$ cat config.mk
export PLATFORM = sky130hd
export DESIGN_NAME = irq_aggr_top
export DESIGN_NICKNAME = d
export VERILOG_FILES = /design/src/rtl/irq_aggr_pkg.sv /design/src/rtl/irq_pend_bank.sv /design/src/rtl/irq_enable_reg.sv /design/src/rtl/irq_line_merge.sv /design/src/rtl/irq_reg_port.sv /design/src/rtl/irq_aggr_top.sv
export SDC_FILE = /design/constraint.sdc
export NUM_CORES = 1
export LEC_CHECK = 0
export BUFFER_PORTS_ARGS = -buffer_cell sky130_fd_sc_hd__clkbuf_2
export CORE_ASPECT_RATIO = 0.5
export CORE_UTILIZATION = 40
export DETAILED_ROUTE_END_ITERATION = 8
export PLACE_DENSITY = 0.68
export SYNTH_ARGS = -nofsm -noshare
export SYNTH_HDL_FRONTEND = slang
export SYNTH_SLANG_ARGS = --single-unit
$ cat constraint.sdc
create_clock -name clk -period 2.1 [get_ports clk]
set_input_delay 0.21 -clock clk [delete_from_list [all_inputs] [get_ports clk]]
set_output_delay 0.21 -clock clk [all_outputs]
set_load 0.005 [all_outputs]
$ cat src/rtl/irq_aggr_pkg.sv
`timescale 1ns/1ps
package irq_aggr_pkg;
   typedef enum logic {
      SEL_ENABLE  = 1'b0,
      SEL_PENDING = 1'b1
   } irq_reg_sel_e;
endpackage

$ cat src/rtl/irq_pend_bank.sv
`timescale 1ns/1ps
module irq_pend_bank #(
   parameter int unsigned PEND_W = 16
) (
   input  logic              clk,
   input  logic              rst_n,
   input  logic [PEND_W-1:0] set_i,
   input  logic [PEND_W-1:0] clr_i,
   output logic [PEND_W-1:0] pend_o
);
   generate
      if (PEND_W < 1) begin : g_bad_width
         $error("irq_pend_bank: PEND_W must be at least 1");
      end
   endgenerate

   logic [PEND_W-1:0] pend_q;

   for (genvar b = 0; b < PEND_W; b++) begin : g_bit
      always_ff @(posedge clk or negedge rst_n) begin
         if (!rst_n)
            pend_q[b] <= 1'b0;
         else if (set_i[b])
            pend_q[b] <= 1'b1;
         else if (clr_i[b])
            pend_q[b] <= 1'b0;
      end
   end

   assign pend_o = pend_q;


   set_marks_bits_chk: assert property (@(posedge clk) disable iff (!rst_n)
      (|set_i) |=> ((pend_q & $past(set_i)) == $past(set_i)));


   clr_drops_bits_chk: assert property (@(posedge clk) disable iff (!rst_n)
      (|clr_i) |=> ((pend_q & $past(clr_i) & ~$past(set_i)) == '0));


   set_beats_clr_chk: assert property (@(posedge clk) disable iff (!rst_n)
      (|(set_i & clr_i)) |=> ((pend_q & $past(set_i & clr_i)) == $past(set_i & clr_i)));


   untouched_hold_chk: assert property (@(posedge clk) disable iff (!rst_n)
      1'b1 |=> ((pend_q & ~$past(set_i | clr_i)) == ($past(pend_q) & ~$past(set_i | clr_i))));
endmodule

$ cat src/rtl/irq_enable_reg.sv
`timescale 1ns/1ps
module irq_enable_reg #(
   parameter int unsigned DATA_W = 8,
   parameter int unsigned MASK_W = 8
) (
   input  logic              clk,
   input  logic              rst_n,
   input  logic              we_i,
   input  logic [DATA_W-1:0] wdata_i,
   output logic [MASK_W-1:0] en_o
);
   generate
      if (MASK_W < 1 || MASK_W > DATA_W) begin : g_bad_width
         $error("irq_enable_reg: MASK_W must lie in 1..DATA_W");
      end
   endgenerate

   logic [MASK_W-1:0] en_q;

   always_ff @(posedge clk or negedge rst_n) begin
      if (!rst_n)
         en_q <= '0;
      else if (we_i)
         en_q <= wdata_i[MASK_W-1:0];
   end

   assign en_o = en_q;


   en_load_chk: assert property (@(posedge clk) disable iff (!rst_n)
      we_i |=> (en_o == $past(wdata_i[MASK_W-1:0])));


   en_hold_chk: assert property (@(posedge clk) disable iff (!rst_n)
      !we_i |=> $stable(en_o));
endmodule

$ cat src/rtl/irq_line_merge.sv
`timescale 1ns/1ps
module irq_line_merge #(
   parameter int unsigned MASK_W = 8,
   parameter int unsigned NMI_W  = 8,
   localparam int unsigned PEND_W = MASK_W + NMI_W
) (
   input  logic [PEND_W-1:0] pend_i,
   input  logic [MASK_W-1:0] en_i,
   output logic              line_o
);
   logic masked_hit;
   logic nmi_hit;

   assign masked_hit = |(pend_i[MASK_W-1:0] & en_i);

   generate
      if (NMI_W > 0) begin : g_nmi
         assign nmi_hit = |pend_i[PEND_W-1:MASK_W];
      end else begin : g_no_nmi
         assign nmi_hit = 1'b0;
      end
   endgenerate

   assign line_o = masked_hit | nmi_hit;
endmodule

$ cat src/rtl/irq_reg_port.sv
`timescale 1ns/1ps
module irq_reg_port
   import irq_aggr_pkg::*;
#(
   parameter int unsigned DATA_W = 8,
   parameter int unsigned MASK_W = 8
) (
   input  logic              clk,
   input  logic              rst_n,
   input  logic              rd_i,
   input  irq_reg_sel_e      sel_i,
   input  logic [MASK_W-1:0] en_i,
   input  logic [MASK_W-1:0] pend_lo_i,
   output logic [DATA_W-1:0] rdata_o,
   output logic              rvalid_o
);
   logic [DATA_W-1:0] rd_mux;
   logic [DATA_W-1:0] rdata_q;
   logic              rvalid_q;

   always_comb begin
      rd_mux = '0;
      if (sel_i == SEL_ENABLE)
         rd_mux[MASK_W-1:0] = en_i;
      else
         rd_mux[MASK_W-1:0] = pend_lo_i;
   end

   always_ff @(posedge clk or negedge rst_n) begin
      if (!rst_n) begin
         rdata_q  <= '0;
         rvalid_q <= 1'b0;
      end else begin
         rvalid_q <= rd_i;
         if (rd_i)
            rdata_q <= rd_mux;
      end
   end

   assign rdata_o  = rdata_q;
   assign rvalid_o = rvalid_q;


   rd_valid_next_chk: assert property (@(posedge clk) disable iff (!rst_n)
      rd_i |=> rvalid_o);


   no_rd_no_valid_chk: assert property (@(posedge clk) disable iff (!rst_n)
      !rd_i |=> !rvalid_o);


   en_readback_chk: assert property (@(posedge clk) disable iff (!rst_n)
      (rd_i && sel_i == SEL_ENABLE) |=> (rdata_o[MASK_W-1:0] == $past(en_i)));


   pend_readback_chk: assert property (@(posedge clk) disable iff (!rst_n)
      (rd_i && sel_i == SEL_PENDING) |=> (rdata_o[MASK_W-1:0] == $past(pend_lo_i)));
endmodule

$ cat src/rtl/irq_aggr_top.sv
`timescale 1ns/1ps
module irq_aggr_top
   import irq_aggr_pkg::*;
#(
   parameter int unsigned DATA_W = 8,
   parameter int unsigned MASK_W = 8,
   parameter int unsigned NMI_W  = 8,
   localparam int unsigned PEND_W = MASK_W + NMI_W
) (
   input  logic              clk,
   input  logic              rst_n,
   input  logic [PEND_W-1:0] src_set,
   input  logic [PEND_W-1:0] src_clr,
   input  logic              bus_wr,
   input  logic              bus_rd,
   input  logic              bus_addr,
   input  logic [DATA_W-1:0] bus_wdata,
   output logic [DATA_W-1:0] bus_rdata,
   output logic              bus_rvalid,
   output logic              irq_req
);
   logic [PEND_W-1:0] pend;
   logic [MASK_W-1:0] en;
   irq_reg_sel_e      sel;
   logic              en_we;

   assign sel   = irq_reg_sel_e'(bus_addr);
   assign en_we = bus_wr && (sel == SEL_ENABLE);

   irq_pend_bank #(.PEND_W(PEND_W)) u_pend (
      .clk    (clk),
      .rst_n  (rst_n),
      .set_i  (src_set),
      .clr_i  (src_clr),
      .pend_o (pend)
   );

   irq_enable_reg #(.DATA_W(DATA_W), .MASK_W(MASK_W)) u_en (
      .clk     (clk),
      .rst_n   (rst_n),
      .we_i    (en_we),
      .wdata_i (bus_wdata),
      .en_o    (en)
   );

   irq_line_merge #(.MASK_W(MASK_W), .NMI_W(NMI_W)) u_line (
      .pend_i (pend),
      .en_i   (en),
      .line_o (irq_req)
   );

   irq_reg_port #(.DATA_W(DATA_W), .MASK_W(MASK_W)) u_port (
      .clk       (clk),
      .rst_n     (rst_n),
      .rd_i      (bus_rd),
      .sel_i     (sel),
      .en_i      (en),
      .pend_lo_i (pend[MASK_W-1:0]),
      .rdata_o   (bus_rdata),
      .rvalid_o  (bus_rvalid)
   );


   quiet_line_chk: assert property (@(posedge clk) disable iff (!rst_n)
      (pend == '0) |-> !irq_req);


   mask_off_chk: assert property (@(posedge clk) disable iff (!rst_n)
      (en == '0 && pend[PEND_W-1:MASK_W] == '0) |-> !irq_req);


   nmi_wins_chk: assert property (@(posedge clk) disable iff (!rst_n)
      (|pend[PEND_W-1:MASK_W]) |-> irq_req);
endmodule

== Word-level counts from Yosys, hierarchy flattened ==
Index checks and enable logic that the tools add are counted.
W data, S select, Z words.
Word-level totals
  bits in registers: 33
  input bits: 45
  output and inout bits: 10
  logic and storage cells: 74
Cells by class
  mux-type cells: 33
  bitwise gates (word level): 3
  reductions and logical operators: 19
Operators with widths (count)
  $mux W1: 32
  $reduce_bool A2 Y1: 16
  $reduce_or A8 Y1: 2
  $and A8 B8 Y8: 1
  $mux W8: 1
  $logic_and A1 B1 Y1: 1
  $not A1 Y1: 1
  $or A1 B1 Y1: 1

== Longest topological paths before layout ==
Gate-level depths: netlist of the first run.
  word-level depth: 3
  depth in mapped cells: 4

== Hierarchy ==
From an unflattened synthesis of the first run, not the netlist that was laid out.
Second synthesis, totals
  cells, all modules: 110
  area, all modules: 1391.3 sq um
By module, submodules not included
  irq_pend_bank: times used 1, cells an instance 48, area each 580.6 sq um, sequential area each 400.4 sq um
  irq_reg_port: times used 1, cells an instance 36, area each 409.1 sq um, sequential area each 225.2 sq um
  irq_enable_reg: times used 1, cells an instance 17, area each 331.6 sq um, sequential area each 200.2 sq um
  irq_line_merge: times used 1, cells an instance 8, area each 56.3 sq um, sequential area each 0.0 sq um
  irq_aggr_top: times used 1, cells an instance 1, area each 13.8 sq um, sequential area each 0.0 sq um

== Worst setup path before layout of the first run ==
OpenSTA, ideal clock, no wires.
  path kind: reg2out
  start point: register u_pend.pend_q[10], in the netlist u_pend.pend_o[10]
  end point: output irq_req
  data arrival time: 852 ps
  required time: 1890 ps
  setup slack: 1038 ps
  stages on the path, launching flop included: 4
  path through: dfrtp_1 nor4_1 and4_1 nand3_1
Between the ends
  cells in the longest elaborated chain, start to end: 2
RTL lines
  from (decl): line irq_pend_bank.sv:17  | logic [PEND_W-1:0] pend_q;
  from (signal, indexed assignment): line irq_pend_bank.sv:22  | pend_q[b] <= 1'b0;
  from (signal, indexed assignment): line irq_pend_bank.sv:24  | pend_q[b] <= 1'b1;
  from (signal, indexed assignment): line irq_pend_bank.sv:26  | pend_q[b] <= 1'b0;
  $reduce_or A8 Y1: line irq_line_merge.sv:18  | assign nmi_hit = |pend_i[PEND_W-1:MASK_W];
  $or A1 B1 Y1: line irq_line_merge.sv:24  | assign line_o = masked_hit | nmi_hit;
  to (decl): line irq_aggr_top.sv:20  | output logic irq_req
Every way passes these cells.

== Worst setup path after layout of the first run ==
Same ends and word-level chain as after synthesis.

==> flow_summary.html, run 1 <==
<table>
<tr><th>Metric</th><th>Value</th></tr>
<tr><th colspan="2">Floorplan</th></tr>
<tr><td>Floorplan die height</td><td>43.4 um</td></tr>
<tr><td>Chip width</td><td>84.9 um</td></tr>
<tr><td>Std-Cell Rows</td><td>14</td></tr>
<tr><td>Area enclosed by the die boundary</td><td>0.00369 mm^2</td></tr>
<tr><td>Top Ports</td><td>55</td></tr>
<tr><td>Effective utilization at floorplan</td><td>0.438</td></tr>
<tr><td>Area inside the core boundary</td><td>0.00314 mm^2</td></tr>
<tr><th colspan="2">Yosys</th></tr>
<tr><td>Synthesized cell area</td><td>0.00137 mm^2</td></tr>
<tr><td>Area share of the largest cell type after synthesis</td><td>0.601</td></tr>
<tr><td>Post-synthesis cell count</td><td>110</td></tr>
<tr><td>Distinct cell type count after synthesis</td><td>15</td></tr>
<tr><td>Sequential area share after synthesis</td><td>0.601</td></tr>
<tr><td>Post-synthesis register bit count</td><td>33</td></tr>
<tr><td>Syn Nets</td><td>155</td></tr>
<tr><td>Cell types with the largest area share after synthesis</td><td>sky130_fd_sc_hd__dfrtp_1, sky130_fd_sc_hd__a21o_1, sky130_fd_sc_hd__mux2_4, sky130_fd_sc_hd__mux2i_1, sky130_fd_sc_hd__inv_1</td></tr>
<tr><td>Cell taking the most area after synthesis</td><td>sky130_fd_sc_hd__dfrtp_1</td></tr>
<tr><td>Yosys warning count</td><td>0</td></tr>
<tr><td>Mean area per synthesized cell</td><td>12.5 um^2</td></tr>
<tr><th colspan="2">CTS</th></tr>
<tr><td>Clock transition at the registers of the reported paths</td><td>0.07 ns</td></tr>
<tr><td>Number of gates given a new drive strength after cts</td><td>0</td></tr>
<tr><td>Cts bufs inserted</td><td>5</td></tr>
<tr><td>Post-CTS Setup Repair Bufs</td><td>0</td></tr>
<tr><td>Clock latency on the worst-skew pair</td><td>0.28 ns</td></tr>
<tr><td>Count of H-tree levels built during CTS</td><td>2</td></tr>
<tr><td>CTS root buf</td><td>sky130_fd_sc_hd__clkbuf_8</td></tr>
<tr><td>Total number of clock tree sinks</td><td>33</td></tr>
<tr><td>Cts hold-fix bufs</td><td>0</td></tr>
<tr><td>TritonCTS clock tree</td><td>built</td></tr>
<tr><td>Buffer depth of the longest clock path</td><td>2</td></tr>
<tr><th colspan="2">Placed design</th></tr>
<tr><td>Pre-CTS setup slack</td><td>0.657 ns</td></tr>
<tr><td>Placed Area</td><td>0.00166 mm^2</td></tr>
<tr><td>Port buffer count</td><td>54</td></tr>
<tr><td>Global placement routability congestion</td><td>0.671</td></tr>
<tr><td>Post-DP HPWL</td><td>1920 um</td></tr>
<tr><th colspan="2">STA</th></tr>
<tr><td>Number of max-slew violations in the final report</td><td>0</td></tr>
<tr><td>Max Fclk</td><td>592 MHz</td></tr>
<tr><td>Final cycle utilization of the critical path</td><td>0.804</td></tr>
<tr><td>Setup repair after global routing missed its margin</td><td>no</td></tr>
<tr><td>Clock skew after layout</td><td>0.0103 ns</td></tr>
<tr><td>Number of failing setup endpoints in the final timing report</td><td>0</td></tr>
<tr><td>Clock period minus final worst setup slack</td><td>1.69 ns</td></tr>
<tr><td>Sum Neg Setup Slack</td><td>0 ns</td></tr>
<tr><td>Number of hold violations in the final report</td><td>0</td></tr>
<tr><td>Worst Slack Setup Final</td><td>0.411 ns</td></tr>
<tr><td>Transition time of the tightest slew-check pin</td><td>0.803 ns</td></tr>
<tr><td>Rel. slew slack</td><td>0.464</td></tr>
<tr><th colspan="2">Power</th></tr>
<tr><td>Static leakage</td><td>0.967 nW</td></tr>
<tr><td>Pwr/cell area</td><td>832 mW/mm^2</td></tr>
<tr><td>VDD IR max</td><td>0.380 mV</td></tr>
<tr><th colspan="2">Global route</th></tr>
<tr><td>All-Layer GR Usage</td><td>0.160</td></tr>
<tr><td>First-pass GRT wire length</td><td>4370 um</td></tr>
<tr><td>Sum of overflow across all layers after global routing</td><td>0</td></tr>
<tr><td>Pin count of the biggest net entering global routing</td><td>34</td></tr>
<tr><td>Antenna violations before repair</td><td>0</td></tr>
<tr><td>Via count of the first global-routing pass</td><td>1019</td></tr>
<tr><th colspan="2">Setup path</th></tr>
<tr><td>Highest-delay cell along the critical path</td><td>sky130_fd_sc_hd__dfrtp_1</td></tr>
<tr><td>Critical path required time</td><td>1.89 ns</td></tr>
<tr><td>Worst Setup End Kind</td><td>output port</td></tr>
<tr><td>WP data arrival</td><td>1.48 ns</td></tr>
<tr><td>Worst path max stage delay</td><td>0.38 ns</td></tr>
<tr><td>Maximum fanout along the worst path</td><td>2</td></tr>
<tr><td>Worst setup path category</td><td>reg2out</td></tr>
<tr><td>CP Launch Type</td><td>flip-flop</td></tr>
<tr><td>Cells along the critical path</td><td>nor4_1 -&gt; and4_1 -&gt; nand3_1 -&gt; clkbuf_2</td></tr>
<tr><th colspan="2">Route</th></tr>
<tr><td>Detailed-route DRC error count</td><td>1</td></tr>
<tr><td>Via Count</td><td>972</td></tr>
<tr><td>Total wire length</td><td>2510 um</td></tr>
<tr><td>Detailed-routing iteration count for the pre-antenna-repair pass</td><td>6</td></tr>
<tr><td>Initial drt markers</td><td>41</td></tr>
<tr><td>Routed WL per cell</td><td>12.0 um</td></tr>
<tr><td>Average via count per standard cell</td><td>4.67</td></tr>
<tr><td>Remaining antenna violation count</td><td>0</td></tr>
<tr><th colspan="2">Min path</th></tr>
<tr><td>Worst min-delay path class</td><td>in2async</td></tr>
<tr><th colspan="2">Outcome</th></tr>
<tr><td>Result of the run</td><td>complete, but fails checks</td></tr>
<tr><td>Violated checks</td><td>DRC</td></tr>
<tr><th colspan="2">Final layout</th></tr>
<tr><td>Post-route design area</td><td>0.00176 mm^2</td></tr>
<tr><td>Layout cell share with drive strength beyond 1</td><td>0.423</td></tr>
<tr><td>Leading cell types in the layout, fill and taps excluded</td><td>sky130_fd_sc_hd__clkbuf_2, sky130_fd_sc_hd__dfrtp_1, sky130_fd_sc_hd__inv_1, sky130_fd_sc_hd__a21o_1</td></tr>
<tr><td>ANT cells</td><td>0</td></tr>
<tr><td>Synth-to-layout area growth</td><td>28.3%</td></tr>
<tr><td>Post-layout nets</td><td>212</td></tr>
<tr><td>Most frequent standard cell in the layout excluding fill and tap cells</td><td>sky130_fd_sc_hd__clkbuf_2</td></tr>
<tr><th colspan="2">Flow run</th></tr>
<tr><td>Max Cap Viol</td><td>0</td></tr>
</table>
cells by family after synthesis:
logic type | count (synthesis) | share of synthesized area
buffers and inverters | 20 | 0.0674
and+or+nand+nor | 13 | 0.0474
muxes | 16 | 0.146
AOI/OAI and AO/OA | 28 | 0.138
DFF | 33 | 0.601
state kept, by name, indices dropped and copies added, names as in the netlist:
| register | flops |
|---|---|
| u_port.rdata_o | 8 |
| u_port.rvalid_o | 1 |
| u_pend.pend_o | 16 |
| u_en.en_o | 8 |
worst paths after layout:
check	start	to	slack, ns	cells after the start
worst min register to register	u_pend.pend_o[8]	u_pend.pend_o[8]	0.48	1
min in group clk	src_set[3]	u_pend.pend_o[3]	0.10	2
max in group asynchronous	rst_n	u_en.en_o[0]	1.58	1
worst min-delay path	rst_n	u_port.rdata_o[6]	0.007	1
worst max register to register	u_en.en_o[5]	u_en.en_o[5]	1.31	1
worst max-delay path	u_pend.pend_o[10]	irq_req	0.41	4
critical path, delay by kind of cell, from the launching register on:
family                 cells  cell delay [ns]
DFF                        1             0.38
buffers and inverters      1             0.12
and+or+nand+nor            3             0.70
synthesized netlist by cell type:
| cell type | instances |
|---|---|
| sky130_fd_sc_hd__a22oi_1 | 4 |
| sky130_fd_sc_hd__nor2b_2 | 1 |
| sky130_fd_sc_hd__buf_2 | 1 |
| sky130_fd_sc_hd__nor2_1 | 8 |
| sky130_fd_sc_hd__mux2i_1 | 8 |
| sky130_fd_sc_hd__dfrtp_1 | 33 |
| sky130_fd_sc_hd__nand3_1 | 1 |
| sky130_fd_sc_hd__clkbuf_2 | 1 |
| sky130_fd_sc_hd__a21oi_1 | 8 |
| sky130_fd_sc_hd__and4_1 | 1 |
| sky130_fd_sc_hd__buf_6 | 2 |
| sky130_fd_sc_hd__mux2_4 | 8 |
| sky130_fd_sc_hd__nor4_1 | 2 |
| sky130_fd_sc_hd__a21o_1 | 16 |
| sky130_fd_sc_hd__inv_1 | 16 |
metal layers:
metal  global-route usage  wire length, um  up-vias
met5                    0                0        -
met4               0.0508                0        0
met3               0.0590              122        0
met2                0.275             1250       28
met1                0.193             1130      459
li1                     -                -      485
final cells by class:
| type | count | area [um^2] |
|---|---|---|
| well taps | 40 | 50.0 |
| multi-input cells | 57 | 455 |
| inverters | 16 | 60.1 |
| repair buffers | 54 | 270 |
| clock inverters | 1 | 5.00 |
| fillers | 291 | 1370 |
| flip-flops and latches | 33 | 826 |
| clock buffers | 7 | 96.3 |
stage by stage:
| stage | power [W] | hold slack, ns | instances | utilization |
|---|---|---|---|---|
| 2_1_floorplan | 0.000862 | -0.0856 | 110 | - |
| 3_3_place_gp | 0.000947 | 0.321 | 200 | 0.530 |
| 3_5_place_dp | 0.000956 | 0.339 | 200 | 0.530 |
| 4_1_cts | 0.00148 | 0.0334 | 208 | 0.562 |
| 5_1_grt | 0.00154 | 0.0749 | 208 | 0.562 |
| 6_report | 0.00147 | 0.00734 | 208 | 0.562 |
where the power goes:
group / internal, W / total [W] / switching [W]
clock: 0.000296 / 0.000526 / 0.000230
sequential: 0.000702 / 0.000748 / 0.0000455
combinational: 0.000116 / 0.000193 / 0.0000765
total: 0.00111 / 0.00147 / 0.000352
Power figures use the tool's default switching activity.
==> run 2: changes to the inputs <==
Clock period 2.1 ns to 1.75 ns, I/O delays scaled along.
==> flow_summary.html, run 2 (synthesized netlist as in run 1, its figures left out) <==
<table>
<tr><th>Metric</th><th>Value</th></tr>
<tr><th colspan="2">Final layout</th></tr>
<tr><td>Leading cell types in the layout, fill and taps excluded</td><td>sky130_fd_sc_hd__clkbuf_2, sky130_fd_sc_hd__dfrtp_1, sky130_fd_sc_hd__inv_1, sky130_fd_sc_hd__a21o_1</td></tr>
<tr><td>Layout cell share with drive strength beyond 1</td><td>0.429</td></tr>
<tr><td>ANT cells</td><td>0</td></tr>
<tr><td>Area taken by multi-input logic gates</td><td>455 um^2</td></tr>
<tr><td>FF/Latch Area</td><td>826 um^2</td></tr>
<tr><td>Most frequent standard cell in the layout excluding fill and tap cells</td><td>sky130_fd_sc_hd__clkbuf_2</td></tr>
<tr><td>Max FFs per register</td><td>16</td></tr>
<tr><td>Synth-to-layout area growth</td><td>29.4%</td></tr>
<tr><td>Post-layout nets</td><td>214</td></tr>
<tr><td># fillers</td><td>270</td></tr>
<tr><th colspan="2">STA</th></tr>
<tr><td>Setup repair after global routing missed its margin</td><td>no</td></tr>
<tr><td>Number of hold violations in the final report</td><td>33</td></tr>
<tr><td>Number of max-slew violations in the final report</td><td>0</td></tr>
<tr><td>Clock skew after layout</td><td>0.00254 ns</td></tr>
<tr><td>Clock period minus final worst setup slack</td><td>1.64 ns</td></tr>
<tr><td>Number of failing setup endpoints in the final timing report</td><td>0</td></tr>
<tr><td>Hold WS</td><td>-0.0150 ns</td></tr>
<tr><td>Final cycle utilization of the critical path</td><td>0.938</td></tr>
<tr><td>Max Fclk</td><td>609 MHz</td></tr>
<tr><td>Rel. slew slack</td><td>0.452</td></tr>
<tr><td>Transition time of the tightest slew-check pin</td><td>0.821 ns</td></tr>
<tr><td>Sum Neg Setup Slack</td><td>0 ns</td></tr>
<tr><th colspan="2">CTS</th></tr>
<tr><td>Cts hold-fix bufs</td><td>0</td></tr>
<tr><td>Buffer depth of the longest clock path</td><td>2</td></tr>
<tr><td>Clock transition at the registers of the reported paths</td><td>0.07 ns</td></tr>
<tr><td>Total number of clock tree sinks</td><td>33</td></tr>
<tr><td>Cts bufs inserted</td><td>5</td></tr>
<tr><td>Post-CTS Setup Repair Bufs</td><td>0</td></tr>
<tr><td>Number of gates given a new drive strength after cts</td><td>0</td></tr>
<tr><td>CTS root buf</td><td>sky130_fd_sc_hd__clkbuf_8</td></tr>
<tr><td>Count of H-tree levels built during CTS</td><td>2</td></tr>
<tr><td>TritonCTS clock tree</td><td>built</td></tr>
<tr><td>Clock latency on the worst-skew pair</td><td>0.28 ns</td></tr>
<tr><th colspan="2">Placed design</th></tr>
<tr><td>Post-DP HPWL</td><td>1880 um</td></tr>
<tr><td>Global placement routability congestion</td><td>0.687</td></tr>
<tr><td>Port buffer count</td><td>54</td></tr>
<tr><th colspan="2">Route</th></tr>
<tr><td>Average via count per standard cell</td><td>4.63</td></tr>
<tr><td>Initial drt markers</td><td>27</td></tr>
<tr><td>Remaining antenna violation count</td><td>0</td></tr>
<tr><td>Total wire length</td><td>2550 um</td></tr>
<tr><td>Via Count</td><td>973</td></tr>
<tr><td>Detailed-routing iteration count for the pre-antenna-repair pass</td><td>6</td></tr>
<tr><td>Routed WL per cell</td><td>12.1 um</td></tr>
<tr><td>Detailed-route DRC error count</td><td>1</td></tr>
<tr><th colspan="2">Power</th></tr>
<tr><td>Switching Fraction</td><td>0.234</td></tr>
<tr><td>Pwr/cell area</td><td>984 mW/mm^2</td></tr>
<tr><td>Internal</td><td>0.00134 W</td></tr>
<tr><td>Share of power burned in the clock network</td><td>0.354</td></tr>
<tr><td>Tot Pwr</td><td>0.00175 W</td></tr>
<tr><td>NetSw</td><td>0.000409 W</td></tr>
<tr><td>Combinational Power Share</td><td>0.134</td></tr>
<tr><td>VDD IR max</td><td>0.361 mV</td></tr>
<tr><td>Sequential cell fraction of total power</td><td>0.512</td></tr>
<tr><td>Static leakage</td><td>0.977 nW</td></tr>
<tr><th colspan="2">Floorplan</th></tr>
<tr><td>Std-Cell Rows</td><td>14</td></tr>
<tr><td>Floorplan die height</td><td>43.4 um</td></tr>
<tr><td>Area enclosed by the die boundary</td><td>0.00369 mm^2</td></tr>
<tr><td>Top Ports</td><td>55</td></tr>
<tr><td>Area inside the core boundary</td><td>0.00314 mm^2</td></tr>
<tr><td>Effective utilization at floorplan</td><td>0.438</td></tr>
<tr><td>Chip width</td><td>84.9 um</td></tr>
<tr><th colspan="2">Setup path</th></tr>
<tr><td>CP Launch Type</td><td>flip-flop</td></tr>
<tr><td>Cells along the critical path</td><td>nor4_1 -&gt; and4_1 -&gt; nand3_1 -&gt; clkbuf_2</td></tr>
<tr><td>Highest-delay cell along the critical path</td><td>sky130_fd_sc_hd__dfrtp_1</td></tr>
<tr><td>Worst path max stage delay</td><td>0.39 ns</td></tr>
<tr><td>Maximum fanout along the worst path</td><td>2</td></tr>
<tr><td>Worst setup path category</td><td>reg2out</td></tr>
<tr><td>WP data arrival</td><td>1.47 ns</td></tr>
<tr><td>Worst Setup End Kind</td><td>output port</td></tr>
<tr><td>Critical path required time</td><td>1.57 ns</td></tr>
<tr><th colspan="2">Global route</th></tr>
<tr><td>Global-route met2 utilization</td><td>0.262</td></tr>
<tr><td>Global-route track usage on met1</td><td>0.208</td></tr>
<tr><td>Via count of the first global-routing pass</td><td>987</td></tr>
<tr><td>Met3 Usage GRT</td><td>0.0629</td></tr>
<tr><td>Pin count of the biggest net entering global routing</td><td>34</td></tr>
<tr><td>Antenna violations before repair</td><td>0</td></tr>
<tr><td>Layer with the highest usage after global routing</td><td>met2</td></tr>
<tr><td>All-Layer GR Usage</td><td>0.165</td></tr>
<tr><td>Sum of overflow across all layers after global routing</td><td>0</td></tr>
<tr><td>First-pass GRT wire length</td><td>4470 um</td></tr>
<tr><th colspan="2">Flow run</th></tr>
<tr><td>Max Cap Viol</td><td>0</td></tr>
<tr><th colspan="2">Min path</th></tr>
<tr><td>Worst min-delay path class</td><td>in2async</td></tr>
<tr><th colspan="2">Outcome</th></tr>
<tr><td>Result of the run</td><td>complete, but fails checks</td></tr>
<tr><td>Violated checks</td><td>DRC, hold timing</td></tr>
</table>
run 2: cell types whose count changed in the layout (fill, tap and decap cells not counted):
cell                    delta
sky130_fd_sc_hd__buf_4     +2
run 2: per-stage QoR:
step                      worst slack [ns]  instance area, um^2   util  cells
final                                0.109                 1780  0.567    210
after global placement               0.486                 1680  0.535    202
after detailed placement             0.427                 1680  0.535    202
after global routing                0.0142                 1780  0.567    210
after floorplan                      0.723                 1370      -    110
after CTS                            0.115                 1780  0.567    210
run 2: path summary, 6_finish.rpt:
| path | from | end | slack [ns] | cells after the start |
|---|---|---|---|---|
| worst min register to register | u_pend.pend_o[8] | u_pend.pend_o[8] | 0.48 | 1 |
| max in group asynchronous | rst_n | u_pend.pend_o[9] | 1.26 | 1 |
| min in group clk | src_set[1] | u_pend.pend_o[1] | 0.07 | 2 |
| worst max-delay path | u_pend.pend_o[10] | irq_req | 0.11 | 4 |
| worst max register to register | u_en.en_o[4] | u_en.en_o[4] | 0.96 | 1 |
| worst min-delay path | rst_n | u_en.en_o[2] | -0.01 | 1 |
run 2: power by group through the flow:
stage	logic (W)	registers [W]	clock network, W
after detailed placement	0.000239	0.000910	0
after global routing	0.000265	0.000906	0.000675
after floorplan	0.000133	0.000901	0
after global placement	0.000235	0.000907	0
after CTS	0.000241	0.000896	0.000641
final	0.000235	0.000895	0.000620
run 2: critical path: cells and delay by family (launching register included):
| family | cells | cell delay, ns |
|---|---|---|
| buffers and inverters | 1 | 0.12 |
| flip-flops | 1 | 0.39 |
| AND/OR/NAND/NOR | 3 | 0.69 |
run 2: layout make-up:
type,instances,area share
tap,40,0.0281
inverter,16,0.0338
multi-input combinational,57,0.256
clock inverter,1,0.00281
clock buffer,7,0.0542
sequential,33,0.464
timing repair buffer,56,0.160
run 2: layer usage:
layer / vias to the layer above / wire length, um / share of wire
met3: 5 / 104 / 0.041
met1: 459 / 1200 / 0.47
met4: 0 / 37 / 0.015
met2: 23 / 1200 / 0.47
met5: - / 0 / 0
li1: 486 / - / -
